`src/rtl/ubg_pkg.sv`:
```
package ubg_pkg;
   localparam int unsigned ADDR_W   = 3;
   localparam logic [ADDR_W-1:0] A_DIV_LO = 3'd0;
   localparam logic [ADDR_W-1:0] A_DIV_HI = 3'd1;
   localparam logic [ADDR_W-1:0] A_SETUP  = 3'd3;
   localparam int unsigned ACCESS_BIT = 7;
endpackage

```
`src/rtl/ubg_sync_edge.sv`:
```
module ubg_sync_edge #(
   parameter int unsigned STAGES = 2
) (
   input  logic clk,
   input  logic rst,
   input  logic async_in,
   output logic rise
);
   logic [STAGES-1:0] chain;
   logic              last_q;

   genvar gi;
   generate
      for (gi = 0; gi < STAGES; gi++) begin : g_stage
         if (gi == 0) begin : g_first
            always_ff @(posedge clk) begin
               if (rst) chain[0] <= 1'b0;
               else     chain[0] <= async_in;
            end
         end else begin : g_next
            always_ff @(posedge clk) begin
               if (rst) chain[gi] <= 1'b0;
               else     chain[gi] <= chain[gi-1];
            end
         end
      end
   endgenerate

   always_ff @(posedge clk) begin
      if (rst) last_q <= 1'b0;
      else     last_q <= chain[STAGES-1];
   end

   assign rise = chain[STAGES-1] & ~last_q;
endmodule

```
`src/rtl/ubg_regs.sv`:
```
module ubg_regs
   import ubg_pkg::*;
#(
   parameter int unsigned BYTE_W   = 8,
   parameter int unsigned DIV_W    = 16,
   parameter bit          READ_REG = 1'b0
) (
   input  logic              clk,
   input  logic              rst,
   input  logic [ADDR_W-1:0] addr,
   input  logic [BYTE_W-1:0] din,
   input  logic              cs_n,
   input  logic              wr_n,
   input  logic              rd_n,
   output logic [BYTE_W-1:0] dout,
   output logic [DIV_W-1:0]  divisor,
   output logic              reload
);
   logic [BYTE_W-1:0] lo_q, hi_q, setup_q;
   logic              wr_hit, rd_hit, access;
   logic [BYTE_W-1:0] rd_mux;

   assign wr_hit = ~cs_n & ~wr_n;
   assign rd_hit = ~cs_n & ~rd_n;
   assign access = setup_q[ACCESS_BIT];

   always_ff @(posedge clk) begin
      if (rst) begin
         lo_q    <= '0;
         hi_q    <= '0;
         setup_q <= '0;
         reload  <= 1'b0;
      end else begin
         reload <= 1'b0;
         if (wr_hit) begin
            if (addr == A_SETUP) setup_q <= din;
            if (access && addr == A_DIV_LO) begin
               lo_q   <= din;
               reload <= 1'b1;
            end
            if (access && addr == A_DIV_HI) begin
               hi_q   <= din;
               reload <= 1'b1;
            end
         end
      end
   end

   assign divisor = {hi_q, lo_q};

   always_comb begin
      rd_mux = '0;
      if (rd_hit) begin
         if (addr == A_SETUP)                 rd_mux = setup_q;
         else if (access && addr == A_DIV_LO) rd_mux = lo_q;
         else if (access && addr == A_DIV_HI) rd_mux = hi_q;
      end
   end

   generate
      if (READ_REG) begin : g_rd_reg
         always_ff @(posedge clk) begin
            if (rst) dout <= '0;
            else     dout <= rd_mux;
         end
      end else begin : g_rd_comb
         assign dout = rd_mux;
      end
   endgenerate
endmodule

```
`src/rtl/ubg_counter.sv`:
```
module ubg_counter #(
   parameter int unsigned DIV_W = 16
) (
   input  logic             clk,
   input  logic             rst,
   input  logic [DIV_W-1:0] divisor,
   input  logic             reload,
   input  logic             step,
   output logic [DIV_W-1:0] count,
   output logic             tick
);
   localparam logic [DIV_W-1:0] ONE = DIV_W'(1);

   always_ff @(posedge clk) begin
      if (rst) begin
         count <= '0;
         tick  <= 1'b0;
      end else begin
         tick <= 1'b0;
         if (reload) begin
            count <= divisor;
         end else if (step) begin
            if (divisor == '0) begin
               count <= '0;
            end else if (count <= ONE) begin
               tick  <= 1'b1;
               count <= divisor;
            end else begin
               count <= count - ONE;
            end
         end
      end
   end
endmodule

```
`src/rtl/uart_baud_gen.sv`:
```
module uart_baud_gen
   import ubg_pkg::*;
#(
   parameter int unsigned BYTE_W      = 8,
   parameter int unsigned DIV_W       = 16,
   parameter int unsigned SYNC_STAGES = 2,
   parameter bit          READ_REG    = 1'b0
) (
   input  logic              clk,
   input  logic              rst,
   input  logic [2:0]        bus_addr,
   input  logic [BYTE_W-1:0] bus_din,
   input  logic              bus_cs_n,
   input  logic              bus_wr_n,
   input  logic              bus_rd_n,
   output logic [BYTE_W-1:0] bus_dout,
   input  logic              baud_clk,
   input  logic              baud_clk_en,
   output logic              baud_tick
);
   generate
      if (DIV_W != 2 * BYTE_W) begin : g_bad_width
         $error("DIV_W must equal two register bytes");
      end
      if (SYNC_STAGES < 2) begin : g_bad_sync
         $error("SYNC_STAGES must be at least 2");
      end
      if (BYTE_W <= ACCESS_BIT) begin : g_bad_byte
         $error("BYTE_W too narrow for the access bit");
      end
   endgenerate

   logic [DIV_W-1:0] div_value;
   logic [DIV_W-1:0] cnt_value;
   logic             load_req;
   logic             edge_pulse;
   logic             step;

   ubg_regs #(
      .BYTE_W  (BYTE_W),
      .DIV_W   (DIV_W),
      .READ_REG(READ_REG)
   ) u_regs (
      .clk    (clk),
      .rst    (rst),
      .addr   (bus_addr),
      .din    (bus_din),
      .cs_n   (bus_cs_n),
      .wr_n   (bus_wr_n),
      .rd_n   (bus_rd_n),
      .dout   (bus_dout),
      .divisor(div_value),
      .reload (load_req)
   );

   ubg_sync_edge #(
      .STAGES(SYNC_STAGES)
   ) u_sync (
      .clk     (clk),
      .rst     (rst),
      .async_in(baud_clk),
      .rise    (edge_pulse)
   );

   assign step = edge_pulse & baud_clk_en;

   ubg_counter #(
      .DIV_W(DIV_W)
   ) u_cnt (
      .clk    (clk),
      .rst    (rst),
      .divisor(div_value),
      .reload (load_req),
      .step   (step),
      .count  (cnt_value),
      .tick   (baud_tick)
   );
endmodule

```
`config.mk`:
```
export PLATFORM = sky130hd
export DESIGN_NAME = uart_baud_gen
export DESIGN_NICKNAME = d
export VERILOG_FILES = /design/src/rtl/ubg_pkg.sv /design/src/rtl/ubg_sync_edge.sv /design/src/rtl/ubg_regs.sv /design/src/rtl/ubg_counter.sv /design/src/rtl/uart_baud_gen.sv
export SDC_FILE = /design/constraint.sdc
export NUM_CORES = 1
export LEC_CHECK = 0
export BUFFER_PORTS_ARGS = -buffer_cell sky130_fd_sc_hd__buf_2
export CAP_MARGIN = 25
export CORE_ASPECT_RATIO = 0.9
export CORE_UTILIZATION = 50
export CTS_BUF_LIST = sky130_fd_sc_hd__clkbuf_2
export CTS_CLUSTER_SIZE = 24
export DETAILED_ROUTE_END_ITERATION = 8
export PLACE_DENSITY_LB_ADDON = 0.1
export SLEW_MARGIN = 25
export SYNTH_ARGS = -nofsm -noshare
export SYNTH_HDL_FRONTEND = slang
export SYNTH_SLANG_ARGS = --single-unit
```
`constraint.sdc`:
```
create_clock -name clk -period 2.1 [get_ports clk]
set_input_delay 0.42 -clock clk [delete_from_list [all_inputs] [get_ports clk]]
set_output_delay 0.42 -clock clk [all_outputs]
set_load 0.01 [all_outputs]
```
After elaboration in Yosys (flattened, before gate mapping). Cells that the tools add are included.

Register bits after elaboration: 45. Word-level logic and storage cells: 44. Input port bits: 18. Output and inout bits: 9.

Reduce and logical (&&, ||, !) cells: 10. Bitwise gates (word level): 10. Equal/unequal tests: 2. Muxes and demuxes: 11. Order comparisons: 1. $add $sub $neg: 1.

Operator list (count): 2-to-1 mux 16 bit (4); 2-to-1 mux 8 bit (4); less-or-equal comparator 16 x 1 -> 1 bit (second input constant) (1); logical NOT 16 bit (1); subtractor 16 x 1 -> 16 bit (second input constant) (1); inverter 1 bit (6); AND reduction 2 bit (3); AND 1 bit (4); OR reduction 4 bit (1); == test 3 x 1 -> 1 bit (second input constant) (1); == test 3 x 2 -> 1 bit (second input constant) (1); logical NOT 3 bit (1); 2-to-1 mux 1 bit (3); logical AND 1 bit (2); nonzero test 2 bit (1); OR reduction 2 bit (1).

Logic depth before layout (Yosys ltp). Gate-level depths: netlist of run 1.

Depth after elaboration: 6. Mapped depth: 8.

Modules after synthesis. From an unflattened synthesis of run 1, not the netlist that was laid out.

Cells, all modules: 305. Area total of the unflattened synthesis: 2623.8 µm².

By module, submodules not included: ubg_counter (seq. area each 340.3 µm², area an instance 1290.0 µm², cells each 165, instances 1); ubg_regs (seq. area each 500.5 µm², area an instance 1239.9 µm², cells each 132, instances 1); ubg_sync_edge (seq. area each 60.1 µm², area an instance 87.6 µm², cells each 7, instances 1); uart_baud_gen (seq. area each 0.0 µm², area an instance 6.3 µm², cells each 1, instances 1).

Worst setup path before layout of run 1. Ideal clock, no wire load.

Kind: in2out. Start: input port bus_addr[0]. End: output port bus_dout[7]. Setup slack: 170 ps. Required time: 1680 ps. Stages: 3. Path buffers: 1. Arrival time: 1510 ps. Cells stage by stage: buf_1 > o21ai_0 > a2111oi_0.

Longest elaborated chain between the ends: 6.

RTL lines: start: declaration (RTL line uart_baud_gen.sv:11) `input logic [2:0] bus_addr,`; == test 3 x 1 -> 1 bit (RTL line ubg_regs.sv:56) `else if (access && addr == A_DIV_HI) rd_mux = hi_q;`; logical AND 1 bit (RTL line ubg_regs.sv:56); 2-to-1 mux 8 bit (RTL line ubg_regs.sv:56); 2-to-1 mux 8 bit (RTL line ubg_regs.sv:55) `else if (access && addr == A_DIV_LO) rd_mux = lo_q;`; 2-to-1 mux 8 bit * (RTL line ubg_regs.sv:54) `if (addr == A_SETUP) rd_mux = setup_q;`; 2-to-1 mux 8 bit * (RTL line ubg_regs.sv:53) `if (rd_hit) begin`; end: declaration (RTL line uart_baud_gen.sv:16) `output logic [BYTE_W-1:0] bus_dout,`.

Mark *: on every way between the ends. The rest lies on a longest branch, timed or not.

Final worst setup path of run 1.
Start: register u_cnt.count[3]. End: register u_cnt.count[1].

Longest elaborated chain between the ends: 5.

RTL lines: start: declaration (RTL line ubg_counter.sv:9) `output logic [DIV_W-1:0] count,`; start signal: assignment (RTL line ubg_counter.sv:21) `count <= divisor;`; start signal: assignment (RTL line ubg_counter.sv:27) `count <= divisor;`; start signal: assignment (RTL line ubg_counter.sv:29) `count <= count - ONE;`; less-or-equal comparator 16 x 1 -> 1 bit (RTL line ubg_counter.sv:25) `end else if (count <= ONE) begin`; 2-to-1 mux 16 bit (RTL line ubg_counter.sv:25); 2-to-1 mux 16 bit (RTL line ubg_counter.sv:23) `if (divisor == '0) begin`; 2-to-1 mux 16 bit (RTL line ubg_counter.sv:22) `end else if (step) begin`; 2-to-1 mux 16 bit (RTL line ubg_counter.sv:20) `if (reload) begin`.

No other way between the ends. The select of a mux whose other input is x is not followed. A chain may end at the register's enable or synchronous reset.

==> out/summary.txt, run 1 <==
RSZ-0062 raised after global routing: false
VDD IR-drop max: 446 uV
CP Launch Type: register
Hold Path Class: input pin to register
Chip Width: 76.4 um
H-tree levels: 2
CTS max path bufs: 2
Most frequent cell after synthesis: dfxtp_1
Worst path slowest cell: or4_4
Mean Syn Cell Area: 8.36 um2
First-pass GRT wire length: 10.7 mm
Synth Cell Area: 2490 um2
GR Util All Layers: 0.264
Hold Vio Cnt, Final: 0
Netlist cell types: 56
Synth Warn #: 0
Final wirelength: 6.59 mm
Seq/Total Area, Yosys: 0.361
Lkg Pwr: 0.00114 uW
Worst Skew: 15.5 ps
Seq cells post-synth: 45
Sink Count: 45
Critical path cell sequence: or4_4 > nor4_4 > nand2_2 > a31oi_1 > a221oi_1
Critical path class: register to register
Initial Util: 0.541
Number of vias per cell: 5.94
Num ports: 27
Mapped Cells: 298
Final setup fails: 0
Period utilization: 0.940
Fmax: 506 MHz
Pin count of the biggest net entering global routing: 33
Util after Layout: 0.627
I/O Buffers: 26
Post-DP HPWL: 4.82 mm
Global route total overflow: 0
Post-synth EDFFs: 0
Slew @ Worst Pin: 553 ps
Clk slew on worst S/H paths: 240 ps
Worst Path Max Fanout: 10
WL/cell: 16.4 um
Min setup slack post-route: 126 ps
Ant diodes: 0
Total power: 1570 uW
Die height: 69.0 um
Max_cap viols: 0
Drt drc: 0
Starting DRT DRC Count: 241
Post-route ant nets: 0
Rows: 23
Setup tns final: 0 ps
Share of cells above drive strength 1: 0.233
TritonCTS Buffers: 5
Vias in the first global route: 2135
CTS Hold Bufs: 0
Commonest cells in the netlist: dfxtp_1, nor2_1, nand2_1
Async set-or-reset flop fraction in the synthesized netlist: 0
Net count after synthesis: 318
First-pass iteration count of the detailed router: 5
Core area: 4600 um2
Vias: 2381
Status: finished, final reports clean
Layout area overhead: 15.8%
Max_slew headroom: 0.631
Setup crit end kind: register
Max incr delay on CP: 610 ps
CTS root buf: clkbuf_2
Initial antenna violation count: 0
Largest cells by area after synthesis: dfxtp_1, mux2i_1, nor2_1
Gpl congestion: 0.899
Crit path DAT: 2280 ps
Worst EP required: 2400 ps
Clock insertion delay at the later pin of the skew report: 410 ps
PwrDens: 544 nW/um2
Max-slew violation total from the final report: 0
Predominant post-synthesis flop cell: dfxtp_1
Fin crit period: 1970 ps
Setup WS pre-CTS: 134 ps
CTS tree: built
Die area: 5270 um2
Top cell type by total area after synthesis: dfxtp_1
Post-synth top area share: 0.361
Final nets: 358
## cell type report
type / instances / area (um2)
Clock buffer: 5 / 25.0
Clock inverter: 3 / 41.3
Timing Repair Buffer: 49 / 315
Inverter: 7 / 26.3
Multi-Input combinational cell: 230 / 1500
Fill cell: 430 / 1720
Tap cell: 62 / 77.6
Sequential cell: 45 / 903
## layer usage
metal	part of all wire	up-vias	track usage
met5	0	-	0
met4	0.019	0	0.0986
met3	0.085	13	0.0526
met2	0.42	87	0.396
met1	0.47	1114	0.374
li1	-	1167	-
## per-stage QoR
| step | hold slack, ps | cells | cell area [um2] |
|---|---|---|---|
| after floorplan | 414 | 298 | 2490 |
| after global placement | 424 | 391 | 2800 |
| after detailed placement | 429 | 391 | 2800 |
| after CTS | 198 | 399 | 2860 |
| after global routing | 181 | 401 | 2890 |
| final | 217 | 401 | 2890 |
## logic make-up after synthesis
family / Yosys count / share of synthesized area
AO/OA/AOI/OAI: 63 / 0.175
XOR/XNOR: 12 / 0.0422
adder cells (fa/ha/maj): 2 / 0.0100
buffers and inverters: 23 / 0.0407
flip-flops: 45 / 0.361
multiplexers: 22 / 0.0914
AND/OR/NAND/NOR: 131 / 0.279
## flip-flops by register name, summed over array words and instances, names as in the netlist
name            flops
u_cnt.count        16
u_cnt.tick          1
u_regs.hi_q         8
u_regs.lo_q         8
u_regs.reload       1
u_regs.setup_q      8
u_sync.chain        2
u_sync.last_q       1
## power breakdown
part | internal, uW | switching [uW] | total (uW)
logic | 82.1 | 128 | 210
clock network | 197 | 290 | 486
registers | 865 | 7.17 | 872
total | 1140 | 425 | 1570
## layout by cell type (no fill, tap or decap), types with 7 or more instances in the layout
cell type,Yosys,final
a22oi_1,7,7
xnor2_1,10,10
nand3_1,19,19
dfxtp_1,45,43
buf_2,0,26
mux2i_1,16,16
buf_4,0,22
nand2_1,28,28
o21ai_0,7,7
a21oi_1,19,19
nor2_1,42,42
## worst max-delay path: cells and delay by family, from the launching register on
family,cells,cell delay (ps)
DFF,1,430
AOI/OAI and AO/OA,2,310
and+or+nand+nor,3,1120
## worst paths after layout
check	start	to	slack, ps	depth (start not counted)
max	u_cnt.count[3]$_SDFFE_PP0P_	u_cnt.count[1]$_SDFFE_PP0P_	130	5
min	baud_clk	u_sync.chain[0]$_SDFF_PP0_	220	2
max reg2reg	u_cnt.count[3]$_SDFFE_PP0P_	u_cnt.count[1]$_SDFFE_PP0P_	130	5
min reg2reg	u_sync.chain[0]$_SDFF_PP0_	u_sync.chain[1]$_SDFF_PP0_	460	1
## timing repair
item                                    CTS  global route
resized for setup                         0             3
endpoints found under the setup margin    0            13
buffers inserted                          0             2
No activity file was read; power rests on OpenSTA's default activity.
==> run 2: changes to the inputs <==
SETUP_SLACK_MARGIN = 0.4   (was not set)
==> out/summary.txt, run 2 (synthesis results as in run 1) <==
Status: finished, final reports clean (unchanged)
Most frequent cells in the layout: buf_4, nor2_1, nand2_1, buf_2, dfxtp_1 (was dfxtp_1, nor2_1, nand2_1, buf_2, buf_4)
Setup tns final: 0 ps (unchanged)
Worst Path Max Fanout: 5 (was 10)
Clk slew on worst S/H paths: 230 ps (was 240 ps)
Hold Path Class: input pin to register (unchanged)
Fin crit period: 1930 ps (was 1970 ps)
VDD IR-drop max: 512 uV (was 446 uV)
Die area: 5270 um2 (unchanged)
PwrDens: 450 nW/um2 (was 544 nW/um2)
Setup crit end kind: register (unchanged)
Period utilization: 0.921 (was 0.940)
Final cell count without fillers: 439 (was 401)
Fin Hold WS: 184 ps (was 217 ps)
Worst path slowest cell: or4_4 (unchanged)
Final setup fails: 0 (unchanged)
CTS root buf: clkbuf_2 (unchanged)
TritonCTS Buffers: 5 (unchanged)
Max_slew headroom: 0.622 (was 0.631)
Num ports: 27 (unchanged)
I/O Buffers: 26 (unchanged)
Sink Count: 45 (unchanged)
Max-slew violation total from the final report: 0 (unchanged)
Post-route ant nets: 0 (unchanged)
Final nets: 396 (was 358)
Max_cap viols: 0 (unchanged)
Largest Register: u_cnt.count (unchanged)
Rows: 23 (unchanged)
WL/cell: 18.0 um (was 16.4 um)
Total power: 1560 uW (was 1570 uW)
First-pass GRT wire length: 11.8 mm (was 10.7 mm)
CTS Hold Bufs: 0 (unchanged)
Crit path DAT: 2260 ps (was 2280 ps)
Layout area overhead: 38.9% (was 15.8%)
Initial Util: 0.541 (unchanged)
Number of vias per cell: 6.13 (was 5.94)
CP Launch Type: register (unchanged)
Share of cells above drive strength 1: 0.451 (was 0.233)
Starting DRT DRC Count: 341 (was 241)
Critical path class: register to register (unchanged)
Post-DP HPWL: 4.89 mm (was 4.82 mm)
Commonest non-fill, non-tap cell in the layout: buf_4 (was dfxtp_1)
Ant diodes: 0 (unchanged)
Lkg Pwr: 0.00142 uW (was 0.00114 uW)
Gpl congestion: 0.919 (was 0.899)
RSZ-0062 raised after global routing: true (was false)
Critical path cell sequence: or4_4 > nor4_4 > buf_6 > nand2_8 > buf_4 > a31oi_4 > a221oi_2 (was or4_4 > nor4_4 > nand2_2 > a31oi_1 > a221oi_1)
Die height: 69.0 um (unchanged)
Drt drc: 0 (unchanged)
First-pass iteration count of the detailed router: 5 (unchanged)
Final wirelength: 7.92 mm (was 6.59 mm)
Pin count of the biggest net entering global routing: 26 (was 33)
Footprint of the multi-input gates: 1740 um2 (was 1500 um2)
Placed insts: 390 (was 391)
CTS tree: built (unchanged)
Core area: 4600 um2 (unchanged)
Worst Skew: 10.7 ps (was 15.5 ps)
Initial antenna violation count: 0 (unchanged)
CTS max path bufs: 2 (unchanged)
Hold Vio Cnt, Final: 0 (unchanged)
Chip Width: 76.4 um (unchanged)
H-tree levels: 2 (unchanged)
Max incr delay on CP: 600 ps (was 610 ps)
Slew @ Worst Pin: 565 ps (was 553 ps)
Final-layout fill cell count: 331 (was 430)
Fmax: 517 MHz (was 506 MHz)
Vias in the first global route: 2296 (was 2135)
Vias: 2692 (was 2381)
GR Util All Layers: 0.294 (was 0.264)
Global route total overflow: 0 (unchanged)
Worst EP required: 2430 ps (was 2400 ps)
Register area: 947 um2 (was 903 um2)
Max reg flops: 16 (unchanged)
Clock insertion delay at the later pin of the skew report: 430 ps (was 410 ps)
[run 2: final timing paths]
kind / to / slack, ps / cells after the start / startpoint
max: u_cnt.count[1]$_SDFFE_PP0P_ / 170 / 7 / u_cnt.count[2]$_SDFFE_PP0P_
min: u_sync.chain[0]$_SDFF_PP0_ / 180 / 2 / baud_clk
max reg2reg: u_cnt.count[1]$_SDFFE_PP0P_ / 170 / 7 / u_cnt.count[2]$_SDFFE_PP0P_
min reg2reg: u_sync.chain[1]$_SDFF_PP0_ / 470 / 1 / u_sync.chain[0]$_SDFF_PP0_
[run 2: stage by stage]
step                 util  instance area, um2  setup WS [ps]
floorplan               -                2540            312
global placement    0.611                2820            171
detailed placement  0.611                2820            142
CTS                 0.714                3290            182
global route        0.752                3460           80.5
finish              0.752                3460            166
[run 2: critical path: cells and delay by family (launching register included)]
family,cells,cell delay [ps]
AO/OA/AOI/OAI,2,200
buffers and inverters,2,360
flip-flops,1,380
AND/OR/NAND/NOR,3,900
[run 2: cell type report]
class | instances | area share
multi-input cells | 231 | 0.503
flip-flops and latches | 45 | 0.274
repair buffers | 86 | 0.181
well taps | 62 | 0.0224
inverters | 7 | 0.00759
clock buffers | 5 | 0.00723
clock inverters | 3 | 0.00506
[run 2: power by group]
group	internal, uW	switching [uW]
registers	856	7.40
logic	142	179
clock network	77.6	297
total	1080	484
[run 2: timing repair]
action / CTS / global route
pin swaps: 29 / 20
buffers inserted: 27 / 12
gates cloned: 2 / 0
setup endpoints to repair: 25 / 33
resized for setup: 61 / 19
hold endpoints to repair: 0 / 0
[run 2: per-layer routing]
metal | vias up | part of all wire | GRT usage
li1 | 1242 | - | -
met4 | 0 | 0.028 | 0.106
met1 | 1275 | 0.45 | 0.416
met5 | - | 0 | 0
met2 | 150 | 0.43 | 0.436
met3 | 25 | 0.091 | 0.0711
